### config.mk
export PLATFORM = sky130hd
export DESIGN_NAME = chip_select_decoder
export DESIGN_NICKNAME = d
export VERILOG_FILES = /design/src/rtl/csd_pkg.sv /design/src/rtl/csd_channel.sv /design/src/rtl/csd_ack.sv /design/src/rtl/chip_select_decoder.sv
export SDC_FILE = /design/constraint.sdc
export NUM_CORES = 1
export LEC_CHECK = 0
export BUFFER_PORTS_ARGS = -buffer_cell sky130_fd_sc_hd__buf_2
export CORE_ASPECT_RATIO = 1.4
export CORE_MARGIN = 4
export CORE_UTILIZATION = 53
export DETAILED_ROUTE_END_ITERATION = 7
export PLACE_DENSITY = 0.84
export SYNTH_ARGS = -nofsm -noshare
export SYNTH_HDL_FRONTEND = slang
export SYNTH_SLANG_ARGS = --single-unit
### constraint.sdc
create_clock -name clk -period 2.3 [get_ports clk]
set_input_delay 0.23 -clock clk [delete_from_list [all_inputs] [get_ports clk]]
set_output_delay 0.23 -clock clk [all_outputs]
set_load 0.01 [all_outputs]
### src/rtl/csd_pkg.sv
package csd_pkg;

  typedef enum logic [1:0] {
    SP_USER  = 2'd0,
    SP_SUPER = 2'd1,
    SP_IACK  = 2'd2,
    SP_RSVD  = 2'd3
  } space_e;

  typedef enum logic [1:0] {
    CREG_BASE = 2'd0,
    CREG_OPT  = 2'd1,
    CREG_PIN  = 2'd2,
    CREG_NONE = 2'd3
  } creg_e;

  // 15-bit option word, msb first
  typedef struct packed {
    logic       avec;
    logic       use_ds;
    logic [3:0] wait_n;
    logic [2:0] ipl;
    logic [1:0] space;
    logic [1:0] lanes;
    logic [1:0] rw;
  } opt_t;

  localparam int unsigned OPT_W   = $bits(opt_t);
  localparam logic [3:0]  NO_ACK  = 4'hF;
  localparam int unsigned MIN_BLK = 11;

  // log2 of the block size for a 3-bit size code
  function automatic int unsigned blk_log2(input logic [2:0] code);
    case (code)
      3'd0:    return 11;
      3'd1:    return 13;
      3'd2:    return 14;
      3'd3:    return 16;
      3'd4:    return 17;
      3'd5:    return 18;
      3'd6:    return 19;
      default: return 20;
    endcase
  endfunction

endpackage

### src/rtl/csd_channel.sv
module csd_channel
  import csd_pkg::*;
#(
  parameter int ADDR_W = 24,
  parameter int DW     = 16,
  parameter bit BOOT   = 1'b0
) (
  input  logic              clk,
  input  logic              rst_n,
  input  logic              boot_exp,
  input  logic              wr_base,
  input  logic              wr_opt,
  input  logic              wr_pin,
  input  logic [DW-1:0]     wdata,
  input  logic [ADDR_W-1:0] bus_addr,
  input  logic [1:0]        bus_space,
  input  logic              bus_write,
  input  logic [1:0]        bus_lanes,
  input  logic [2:0]        bus_ipl,
  output logic              matched,
  output logic              use_ds,
  output logic              avec,
  output logic [3:0]        wait_n,
  output logic [1:0]        pin_fn
);

  localparam logic [DW-1:0] BOOT_BASE = {{(DW-3){1'b0}}, 3'd7};
  localparam opt_t BOOT_OPT = '{avec: 1'b0, use_ds: 1'b0, wait_n: 4'd3,
                                ipl: 3'd0, space: 2'b11, lanes: 2'b11, rw: 2'b11};

  logic [DW-1:0]     base_q;
  opt_t              opt_q;
  logic [1:0]        pin_q;
  logic [ADDR_W-1:0] base_addr, mask;
  logic              addr_hit, rw_hit, lane_hit, space_hit, enabled;

  always_ff @(posedge clk) begin
    if (!rst_n) begin
      if (BOOT && boot_exp) begin
        base_q <= BOOT_BASE;
        opt_q  <= BOOT_OPT;
        pin_q  <= 2'b11;
      end else begin
        base_q <= '0;
        opt_q  <= '0;
        pin_q  <= BOOT ? 2'b00 : 2'b10;
      end
    end else begin
      if (wr_base) base_q <= wdata;
      if (wr_opt)  opt_q  <= opt_t'(wdata[OPT_W-1:0]);
      if (wr_pin)  pin_q  <= wdata[1:0];
    end
  end

  always_comb begin
    base_addr = {base_q[DW-1:3], {MIN_BLK{1'b0}}};
    mask      = {ADDR_W{1'b1}} << blk_log2(base_q[2:0]);
    addr_hit  = ((bus_addr ^ base_addr) & mask) == '0;
    enabled   = (|opt_q.rw) && (|opt_q.lanes);
    rw_hit    = bus_write ? opt_q.rw[1] : opt_q.rw[0];
    lane_hit  = |(bus_lanes & opt_q.lanes);
    case (space_e'(bus_space))
      SP_USER:  space_hit = opt_q.space[0];
      SP_SUPER: space_hit = opt_q.space[1];
      SP_IACK:  space_hit = (opt_q.space == 2'b00) &&
                            ((opt_q.ipl == 3'd0) || (opt_q.ipl == bus_ipl));
      default:  space_hit = 1'b0;
    endcase
    matched = enabled && pin_q[1] && addr_hit && rw_hit && lane_hit && space_hit;
  end

  assign use_ds = opt_q.use_ds;
  assign avec   = opt_q.avec;
  assign wait_n = opt_q.wait_n;
  assign pin_fn = pin_q;

endmodule

### src/rtl/csd_ack.sv
module csd_ack
  import csd_pkg::*;
#(
  parameter int NUM_CS = 4
) (
  input  logic                  clk,
  input  logic                  rst_n,
  input  logic                  bus_as,
  input  logic                  is_iack,
  input  logic                  claim,
  input  logic [NUM_CS-1:0]     matched,
  input  logic [NUM_CS-1:0]     avec,
  input  logic [NUM_CS-1:0][3:0] wait_n,
  output logic                  size_ack,
  output logic                  vec_ack
);

  logic [3:0] cnt_q;
  logic       s_any, v_any;

  // clocks seen with the address strobe high, saturating
  always_ff @(posedge clk) begin
    if (!rst_n || !bus_as) cnt_q <= '0;
    else if (cnt_q != 4'hF) cnt_q <= cnt_q + 4'd1;
  end

  always_comb begin
    s_any = 1'b0;
    v_any = 1'b0;
    for (int i = 0; i < NUM_CS; i++) begin
      if (matched[i] && (wait_n[i] != NO_ACK) && (cnt_q >= wait_n[i])) begin
        if (avec[i] && is_iack) v_any = 1'b1;
        else                    s_any = 1'b1;
      end
    end
  end

  assign size_ack = s_any && bus_as && !claim;
  assign vec_ack  = v_any && bus_as && !claim;

endmodule

### src/rtl/chip_select_decoder.sv
module chip_select_decoder
  import csd_pkg::*;
#(
  parameter  int NUM_CS = 4,
  parameter  int ADDR_W = 24,
  localparam int DW     = ADDR_W - 8,
  localparam int CH_W   = (NUM_CS > 1) ? $clog2(NUM_CS) : 1
) (
  input  logic              clk,
  input  logic              rst_n,
  input  logic [1:0]        boot_mode,
  input  logic              cfg_we,
  input  logic [CH_W-1:0]   cfg_ch,
  input  logic [1:0]        cfg_reg,
  input  logic [DW-1:0]     cfg_wdata,
  input  logic [ADDR_W-1:0] bus_addr,
  input  logic [1:0]        bus_space,
  input  logic              bus_write,
  input  logic [1:0]        bus_lanes,
  input  logic [2:0]        bus_ipl,
  input  logic              bus_as,
  input  logic              bus_ds,
  input  logic              int_claim,
  output logic [NUM_CS-1:0] cs_n,
  output logic [NUM_CS-1:0] alt_a,
  output logic [NUM_CS-1:0] alt_b,
  output logic              size_ack,
  output logic              vec_ack
);

  logic                   boot_exp;
  logic [NUM_CS-1:0]      matched, use_ds, avec;
  logic [NUM_CS-1:0][3:0] wait_n;
  logic [NUM_CS-1:0][1:0] pin_fn;

  assign boot_exp = (boot_mode == 2'b01) || (boot_mode == 2'b10);

  for (genvar i = 0; i < NUM_CS; i++) begin : g_ch
    logic sel_here;
    assign sel_here = cfg_we && (cfg_ch == CH_W'(i));

    csd_channel #(
      .ADDR_W(ADDR_W),
      .DW    (DW),
      .BOOT  (i == 0)
    ) u_ch (
      .clk      (clk),
      .rst_n    (rst_n),
      .boot_exp (boot_exp),
      .wr_base  (sel_here && (creg_e'(cfg_reg) == CREG_BASE)),
      .wr_opt   (sel_here && (creg_e'(cfg_reg) == CREG_OPT)),
      .wr_pin   (sel_here && (creg_e'(cfg_reg) == CREG_PIN)),
      .wdata    (cfg_wdata),
      .bus_addr (bus_addr),
      .bus_space(bus_space),
      .bus_write(bus_write),
      .bus_lanes(bus_lanes),
      .bus_ipl  (bus_ipl),
      .matched  (matched[i]),
      .use_ds   (use_ds[i]),
      .avec     (avec[i]),
      .wait_n   (wait_n[i]),
      .pin_fn   (pin_fn[i])
    );

    assign cs_n[i]  = ~(matched[i] && (use_ds[i] ? bus_ds : bus_as) && !int_claim);
    assign alt_a[i] = (pin_fn[i] == 2'b00);
    assign alt_b[i] = (pin_fn[i] == 2'b01);
  end

  csd_ack #(.NUM_CS(NUM_CS)) u_ack (
    .clk     (clk),
    .rst_n   (rst_n),
    .bus_as  (bus_as),
    .is_iack (space_e'(bus_space) == SP_IACK),
    .claim   (int_claim),
    .matched (matched),
    .avec    (avec),
    .wait_n  (wait_n),
    .size_ack(size_ack),
    .vec_ack (vec_ack)
  );

endmodule

==> results.yml, run 1 <==
sta:
  hold_violations: 0
  fin_setup_tns_ns: -2.75
  layout_setup_ws_ns: -0.812
  final_max_slew_viol_count: 0
  fmax_ghz: 0.321
  period_share_pct: 135
  setup-violations-final: 6
  slew_headroom_pct: 48.2
  rsz0062_at_grt: "true"
  worstMarginPinSlew_ns: 0.776
  fin_skew_ns: 0.00673
  period_needed_ns: 3.11
cts:
  h-tree-depth: 4
  root_buffer: "clkbuf_16"
  clk_pin_slew_ns: 0.06
  cts-buffers-inserted: 17
  cts_sinks: 136
  worstSkewPairLatency_ns: 0.43
  cts_hold_buffers: 0
  cts_max_path_buffers: 2
  cts_tree: "yes"
worst_setup_path:
  r2r-end: "u_ack.cnt_q[1]"
  worst-path-max-fanout: 3
  r2r_cells: 5
  cp.required_ns: 2.07
  crit_arrival_ns: 2.88
  critical_path.endpoint: "vec_ack"
  reg2reg_slack_ns: 0.97
  setup.worst_path.class: "flop to output port"
  endpoint_kind: "output port"
  startpoint: "g_ch[0].u_ch.base_q[14]"
  r2r_start: "u_ack.cnt_q[1]"
  start_kind: "flop"
global_route:
  grt_pass1_vias: 6555
  antenna_found_initial: 0
  grt_overflow: 0
  track_usage_pct: 27.9
  grt_pass1_wl_mm: 33.0
  grt_max_degree: 99
place:
  gp_congestion: 0.980
  place_area_sq_mm: 0.00790
  pre_cts_ws_ns: -0.387
  io_buffers: 62
  hpwl_mm: 14.3
detailed_routing:
  drt-pass1-iter-count: 7
  first_iter_violations: 496
  post_drt_wl_per_cell_um: 19.4
  viasPerCell: 5.99
  vias: 6568
  drc: 0
  routed_wl_mm: 21.2
  ant_nets: 0
logic_synthesis:
  synth_cells: 823
  synth_enable_flop_cells: 33
  syn_avg_cell_area_sq_um: 8.49
  ys_async_sr_fraction_pct: 0
  yosysWarningCount: 0
  synth_nets: 900
  syn_area_sq_mm: 0.00699
  synth.distinct_cells: 54
  synth_seq_cells: 136
  ys_seq_area_share_pct: 43.7
  synth_flop_cell: "dfxtp_1"
die:
  num_rows: 49
  initial_core_util_pct: 54.3
  core_area_sq_mm: 0.0129
  die_w_um: 105
  fp.dieH_um: 144
  boundaryPins: 74
  dieArea_sq_mm: 0.0151
cells_and_area:
  drive_gt1_share_pct: 20.9
  antenna_cells: 0
  fillCellCount: 979
  final_common_cell: "nand2_1"
  synthToLayoutAreaGrowth_pct: 23.4
  design_area_sq_mm: 0.00863
  fin_nets: 1008
  layout_common_cells: "nand2_1 (205), dfxtp_1 (99), a21boi_0 (96), buf_4 (70), buf_2 (60)"
run_status:
  violations: "negative setup slack"
  status: "finished, violations left"
worst_hold_path:
  hp-class: "primary input to flop"
pwr:
  powerDensity_mw_per_mm2: 699
  ir_drop_uv: 712
  p_leak_uw: 0.00324
flow_run:
  cap_violations: 0
-- synthesized netlist by cell type (all sizes together), types with 3 or more instances --
library cell,count,share of area [%]
a31oi,7,0.63
inv,26,1.4
a2111oi,3,0.38
a21boi,96,10
a21o,3,0.32
nor4,9,0.81
a21oi,26,1.9
or3,6,0.54
edfxtp,33,14
a211oi,4,0.50
and2,13,1.2
xnor2,23,2.9
a22oi,5,0.54
nor3,12,0.86
nand2,207,11
mux2i,9,1.3
o311ai,3,0.38
dfxtp,103,29
o22ai,3,0.27
nand2b,12,1.1
nor2b,9,0.81
nor2,36,1.9
or2,3,0.27
clkbuf,41,2.2
xor2,35,4.4
nand3,9,0.64
nand4,6,0.54
buf,3,0.21
or4,3,0.32
o21ai,29,2.1
ha,17,3.0
-- timing repair --
| action | in CTS | in global routing |
|---|---|---|
| setup buffers | 1 | 0 |
| pin swaps | 5 | 4 |
| setup endpoints to repair | 6 | 6 |
| cloned | 0 | 0 |
| resized for setup | 15 | 14 |
-- report_power, final --
part | switching [uW] | internal [uW] | total [uW] | leakage (uW)
registers | 58.1 | 2540 | 2600 | 0.00116
clock network | 1040 | 1800 | 2830 | 0.000299
logic | 358 | 244 | 602 | 0.00179
total | 1450 | 4580 | 6030 | 0.00324
-- logic make-up (layout without fill, tap and decap cells) --
group,count (synthesis),count (layout),synth area share [%]
AND/OR/NAND/NOR,338,338,21.6
AO/OA/AOI/OAI,195,195,19.3
flip-flops,136,136,43.7
buffers and inverters,70,191,3.81
XOR/XNOR,58,58,7.27
adder cells (fa/ha/maj),17,17,3.04
multiplexers,9,9,1.29
-- worst min path at each step --
stage | from | slack [ns] | depth (start not counted) | to
floorplan | cfg_wdata[14] | 0.37 | 2 | g_ch[1].u_ch.base_q[14]
global placement | g_ch[3].u_ch.opt_q[2] | 0.45 | 2 | g_ch[3].u_ch.opt_q[2]
detailed placement | g_ch[2].u_ch.opt_q[0] | 0.47 | 2 | g_ch[2].u_ch.opt_q[0]
CTS | cfg_wdata[15] | 0.09 | 3 | g_ch[2].u_ch.base_q[15]
global route | cfg_wdata[15] | 0.10 | 3 | g_ch[1].u_ch.base_q[15]
finish | cfg_wdata[15] | 0.1 | 3 | g_ch[2].u_ch.base_q[15]
-- routing by layer --
layer,GRT usage [%],vias to the layer above,wire length [um]
met5,0,-,0
met4,17.6,0,1340
met3,5.57,107,1560
met2,49.7,344,10700
met1,30.4,3070,7640
li1,-,3047,-
-- registers in the layout, summed over array words and instances, names as in the netlist --
register	cells
g_ch.u_ch.wait_n	16
g_ch.u_ch.use_ds	4
u_ack.cnt_q	4
g_ch.u_ch.opt_q	36
g_ch.u_ch.base_q	64
g_ch.u_ch.avec	4
g_ch.u_ch.pin_fn	8
-- stage by stage --
| stage | hold slack [ns] | utilization (%) | total power, uW | instances |
|---|---|---|---|---|
| 6_report | 0.0966 | 67.0 | 6030 | 1097 |
| 5_1_grt | 0.103 | 67.0 | 6190 | 1097 |
| 4_1_cts | 0.0913 | 66.5 | 6000 | 1097 |
| 3_5_place_dp | 0.466 | 61.4 | 3210 | 1066 |
| 3_3_place_gp | 0.451 | 61.4 | 3190 | 1066 |
| 2_1_floorplan | 0.375 | - | 2940 | 823 |
-- critical path, cell delays in order, from the launching register on --
cell and delay [ns]:
edfxtp_1 0.40, xor2_1 0.17, or4_4 0.56, nor4_4 0.17, o211ai_1 0.15, a211oi_2 0.30, and3_1 0.24, nand2_2 0.06
a211oi_2 0.24, buf_2 0.18
-- layout make-up --
| cell class | count | area (sq um) | area share, % |
|---|---|---|---|
| Clock buffer | 23 | 514 | 5.96 |
| Multi-Input combinational cell | 617 | 3790 | 43.9 |
| Sequential cell | 136 | 3060 | 35.4 |
| Timing Repair Buffer | 133 | 868 | 10.1 |
| Clock inverter | 9 | 110 | 1.28 |
| Tap cell | 153 | 191 | 2.22 |
| Inverter | 26 | 97.6 | 1.13 |
No activity file was read; power rests on OpenSTA's default activity.
==> inputs of run 2 (changes only) <==
- CORE_ASPECT_RATIO: 1.4 -> 2
- SKIP_CTS_REPAIR_TIMING: unset -> 1
==> run 2 against run 1 <==
Compared with the run above:
- the run still ends with negative setup slack left
- largest power group unchanged
- combinational power hardly changed
- non-clock buffer count is 7 lower
- final area is 0.94% lower
- maximum frequency is 1.5% higher
- clock power is 4% lower
- flip-flop and latch count stayed put
- worst hold slack better by 0.0027 ns
- critical endpoint unchanged
==> results.yml, run 2 (synthesized netlist as in run 1, its figures left out) <==
place:
  io_buffers: 62
  pre_cts_ws_ns: -0.299
  place_inst: 1055
  gp_congestion: 0.970
  hpwl_mm: 15.1
cells_and_area:
  largest_register: "g_ch.u_ch.base_q"
  layout_common_cells: "nand2_1 (207), a21boi_0 (96), dfxtp_1 (96), buf_4 (62), buf_2 (61)"
  final_common_cell: "nand2_1"
  post-route-util_pct: 65.8
  largest_reg_flops: 64
  synthToLayoutAreaGrowth_pct: 22.3
  final_cells: 1089
  multi_input_area_sq_mm: 0.00379
  antenna_cells: 0
  fin_nets: 1001
  seqCellArea_sq_mm: 0.00306
  fillCellCount: 1010
  drive_gt1_share_pct: 20.4
pwr:
  p_sw_uw: 1500
  comb_power_share_pct: 10.1
  switching_share_pct: 25.4
  power_frac_seq_pct: 44.0
  p_leak_uw: 0.00320
  powerDensity_mw_per_mm2: 693
  p_clk_share_pct: 45.9
  ir_drop_uv: 766
  p_int_uw: 4420
worst_setup_path:
  worst-path-max-fanout: 3
  cp.required_ns: 2.07
  reg2reg_slack_ns: 1.03
  startpoint: "g_ch[0].u_ch.base_q[15]"
  crit_arrival_ns: 2.84
  r2r_start: "u_ack.cnt_q[1]"
  r2r_cells: 5
  setup.worst_path.class: "flop to output port"
  start_kind: "flop"
  r2r-end: "u_ack.cnt_q[1]"
  critical_path.endpoint: "vec_ack"
  endpoint_kind: "output port"
sta:
  rsz0062_at_grt: "true"
  fmax_ghz: 0.326
  period_needed_ns: 3.07
  setup-violations-final: 5
  fin_skew_ns: 0.000539
  slew_headroom_pct: 44.8
  worstMarginPinSlew_ns: 0.825
  hold_violations: 0
  layout_setup_ws_ns: -0.765
  period_share_pct: 133
  final_max_slew_viol_count: 0
detailed_routing:
  post_drt_wl_per_cell_um: 19.4
  vias: 6442
  routed_wl_mm: 21.1
  ant_nets: 0
  viasPerCell: 5.92
  first_iter_violations: 472
  drt-pass1-iter-count: 6
  drc: 0
cts:
  cts_tree: "yes"
  cts_max_path_buffers: 2
  root_buffer: "clkbuf_16"
  clk_pin_slew_ns: 0.07
  cts-buffers-inserted: 17
  h-tree-depth: 4
  cts_sinks: 136
  worstSkewPairLatency_ns: 0.43
die:
  initial_core_util_pct: 53.8
  core_area_sq_mm: 0.0130
  die_w_um: 89.2
  num_rows: 59
  boundaryPins: 74
  fp.dieH_um: 170
  dieArea_sq_mm: 0.0152
worst_hold_path:
  worstHoldStart: "cfg_wdata[15]"
  hp-class: "primary input to flop"
run_status:
  status: "finished, violations left"
  violations: "negative setup slack"
global_route:
  grt_max_degree: 79
  antenna_found_initial: 0
  grt_pass1_vias: 6410
  track_usage_pct: 28.7
  grt_pass1_wl_mm: 32.7
  grt_overflow: 0
flow_run:
  cap_violations: 0
run 2: changes by cell type in the layout (fill, tap and decap cells not counted), moves of 3 or more:
cell        previous run  this run
dfxtp_2                4         7
clkinvlp_4             3         0
inv_6                  1         4
buf_4                 70        62
dfxtp_1               99        96
run 2: worst min path at each step:
| stage | endpoint | depth (start not counted) |
|---|---|---|
| final | g_ch[2].u_ch.base_q[15] | 3 |
| after global routing | g_ch[3].u_ch.base_q[15] | 3 |
| after CTS | g_ch[3].u_ch.base_q[15] | 3 |
| after detailed placement | g_ch[3].u_ch.opt_q[1] | 2 |
| after global placement | g_ch[3].u_ch.opt_q[3] | 2 |
| after floorplan | g_ch[1].u_ch.base_q[14] | 2 |
run 2: power groups by stage:
stage / Sequential (uW) / Clock, uW / Combinational (uW)
global route: 2610 / 2830 / 646
finish: 2600 / 2720 / 600
floorplan: 2630 / 0 / 307
global placement: 2650 / 0 / 553
CTS: 2600 / 2720 / 573
detailed placement: 2650 / 0 / 566
run 2: worst max-delay path, stage by stage, from the launching register on:
cell and delay, ns:
edfxtp_1 0.37, xor2_1 0.18, or4_4 0.56, nor4_4 0.23, o211ai_1 0.16, a211oi_2 0.29, and3_1 0.22, nand2_1 0.07
a211oi_2 0.16, buf_2 0.15
run 2: per-layer routing:
metal	routed length, um	track usage [%]	up-vias
met5	0	0	-
li1	-	-	3017
met2	11300	50.8	279
met3	1250	5.09	107
met1	7090	29.6	3039
met4	1510	19.1	0
run 2: stage by stage:
stage	hold slack [ns]	TNS [ns]	cell area [sq um]	power [uW]
finish	0.0993	-2.69	8550	5920
global placement	0.450	-0.612	7840	3200
floorplan	0.375	0	7000	2940
global route	0.123	-3.23	8550	6080
detailed placement	0.460	-0.759	7840	3220
CTS	0.0977	-2.89	8430	5890
run 2: area by class of cell:
class / count / share of cell area (%)
sequential: 136 / 35.8
clock inverter: 11 / 1.23
multi-input combinational: 617 / 44.3
tap: 152 / 2.22
clock buffer: 21 / 5.65
inverter: 26 / 1.14
timing repair buffer: 126 / 9.62
==> inputs of run 3 (changes only) <==
- BUFFER_PORTS_ARGS: -buffer_cell sky130_fd_sc_hd__buf_2 -> -buffer_cell sky130_fd_sc_hd__clkbuf_2
- CORE_ASPECT_RATIO: 2 -> unset
==> run 3 against run 2 <==
Compared with the run above:
- the run still ends with negative setup slack left
- highest routed layer unchanged
- non-clock buffer count increased by 3
- clock-buffer cell count fell by 1
- cell count is 2.1% higher
==> results.yml, run 3 (synthesized netlist as in run 1, its figures left out) <==
global_route:
  grt_max_degree: 35
  grt_overflow: 0
  grt_pass1_wl_mm: 31.7
  track_usage_pct: 27.4
  antenna_found_initial: 0
  grt_pass1_vias: 6239
pwr:
  powerDensity_mw_per_mm2: 715
  switching_share_pct: 23.1
  ir_drop_uv: 635
  p_leak_uw: 0.00328
  power_frac_seq_pct: 41.7
  p_sw_uw: 1440
  comb_power_share_pct: 9.6
  p_int_uw: 4800
  p_clk_share_pct: 48.7
detailed_routing:
  drc: 0
  ant_nets: 0
  vias: 6376
  post_drt_wl_per_cell_um: 18.2
  drt-pass1-iter-count: 5
  viasPerCell: 5.73
  first_iter_violations: 426
  routed_wl_mm: 20.2
flow_run:
  cap_violations: 0
worst_setup_path:
  endpoint_kind: "output port"
  worst-path-max-fanout: 3
  cp.required_ns: 2.07
  setup.worst_path.class: "flop to output port"
  start_kind: "flop"
  crit_arrival_ns: 2.77
cells_and_area:
  largest_register: "g_ch.u_ch.base_q"
  post-route-util_pct: 68.3
  synthToLayoutAreaGrowth_pct: 24.8
  fin_nets: 1004
  fillCellCount: 932
  drive_gt1_share_pct: 21.6
  antenna_cells: 0
  largest_reg_flops: 64
  layout_common_cells: "nand2_1 (206), a21boi_0 (96), dfxtp_1 (95), buf_4 (67), clkbuf_2 (56)"
  final_common_cell: "nand2_1"
sta:
  setup-violations-final: 5
  fin_skew_ns: 0.00132
  hold_violations: 0
  period_needed_ns: 3.00
  layout_setup_ws_ns: -0.702
  rsz0062_at_grt: "true"
  fmax_ghz: 0.333
  slew_headroom_pct: 46.1
  final_max_slew_viol_count: 0
  worstMarginPinSlew_ns: 0.806
  period_share_pct: 131
cts:
  root_buffer: "clkbuf_16"
  h-tree-depth: 4
  worstSkewPairLatency_ns: 0.42
  clk_pin_slew_ns: 0.06
  cts_tree: "yes"
  cts_max_path_buffers: 2
  cts-buffers-inserted: 17
  cts_sinks: 136
place:
  pre_cts_ws_ns: -0.366
  hpwl_mm: 13.8
  gp_congestion: 0.901
  io_buffers: 62
die:
  num_rows: 41
  dieArea_sq_mm: 0.0151
  fp.dieH_um: 123
  initial_core_util_pct: 54.7
  core_area_sq_mm: 0.0128
  die_w_um: 123
  boundaryPins: 74
run_status:
  violations: "negative setup slack"
  status: "finished, violations left"
worst_hold_path:
  hp-class: "primary input to flop"
-- run 3: worst paths after layout --
kind	endpoint	slack [ns]	cells after the start	start
max	size_ack	-0.70	9	g_ch[0].u_ch.base_q[14]
max reg2reg	u_ack.cnt_q[1]	0.92	5	u_ack.cnt_q[1]
min reg2reg	g_ch[1].u_ch.base_q[3]	0.47	2	g_ch[1].u_ch.base_q[3]
min	g_ch[3].u_ch.base_q[15]	0.13	3	cfg_wdata[15]
-- run 3: worst max-delay path, stage by stage, from the launching register on --
cell and delay, ns:
edfxtp_1 0.38, xor2_1 0.15, or4_4 0.55, nor4_4 0.15, o211ai_1 0.16, a211oi_2 0.29, and4b_2 0.27, o22ai_1 0.09
a31oi_1 0.15, buf_2 0.16
-- run 3: routing by layer --
layer  up-vias  global-route usage (%)  part of all wire (%)
met5         -                       0                     0
li1       3033                       -                     -
met1      3004                    34.0                    40
met2       275                    45.3                    48
met4         0                    14.0                   4.4
met3        64                    5.58                   7.5
-- run 3: per-stage QoR --
stage	instances	setup TNS, ns	hold slack, ns	instance area [sq um]	power [uW]
finish	1112	-2.47	0.125	8730	6240
global placement	1079	-0.810	0.458	7870	3190
detailed placement	1079	-0.899	0.464	7870	3200
floorplan	823	0	0.375	7000	2940
CTS	1111	-3.20	0.103	8530	6220
global route	1112	-2.99	0.137	8730	6430
-- run 3: final cells by class --
cell class	instances	area, sq um	share of cell area (%)
tap	172	215	2.47
clock inverter	12	195	2.24
multi-input combinational	617	3860	44.3
timing repair buffer	129	826	9.46
inverter	26	97.6	1.12
sequential	136	3060	35.1
clock buffer	20	467	5.35
-- run 3: power by group through the flow --
| stage | Clock, uW | Sequential (uW) | Combinational (uW) |
|---|---|---|---|
| floorplan | 0 | 2630 | 307 |
| global placement | 0 | 2640 | 547 |
| detailed placement | 0 | 2650 | 558 |
| CTS | 3060 | 2600 | 567 |
| global route | 3170 | 2610 | 653 |
| finish | 3040 | 2600 | 601 |
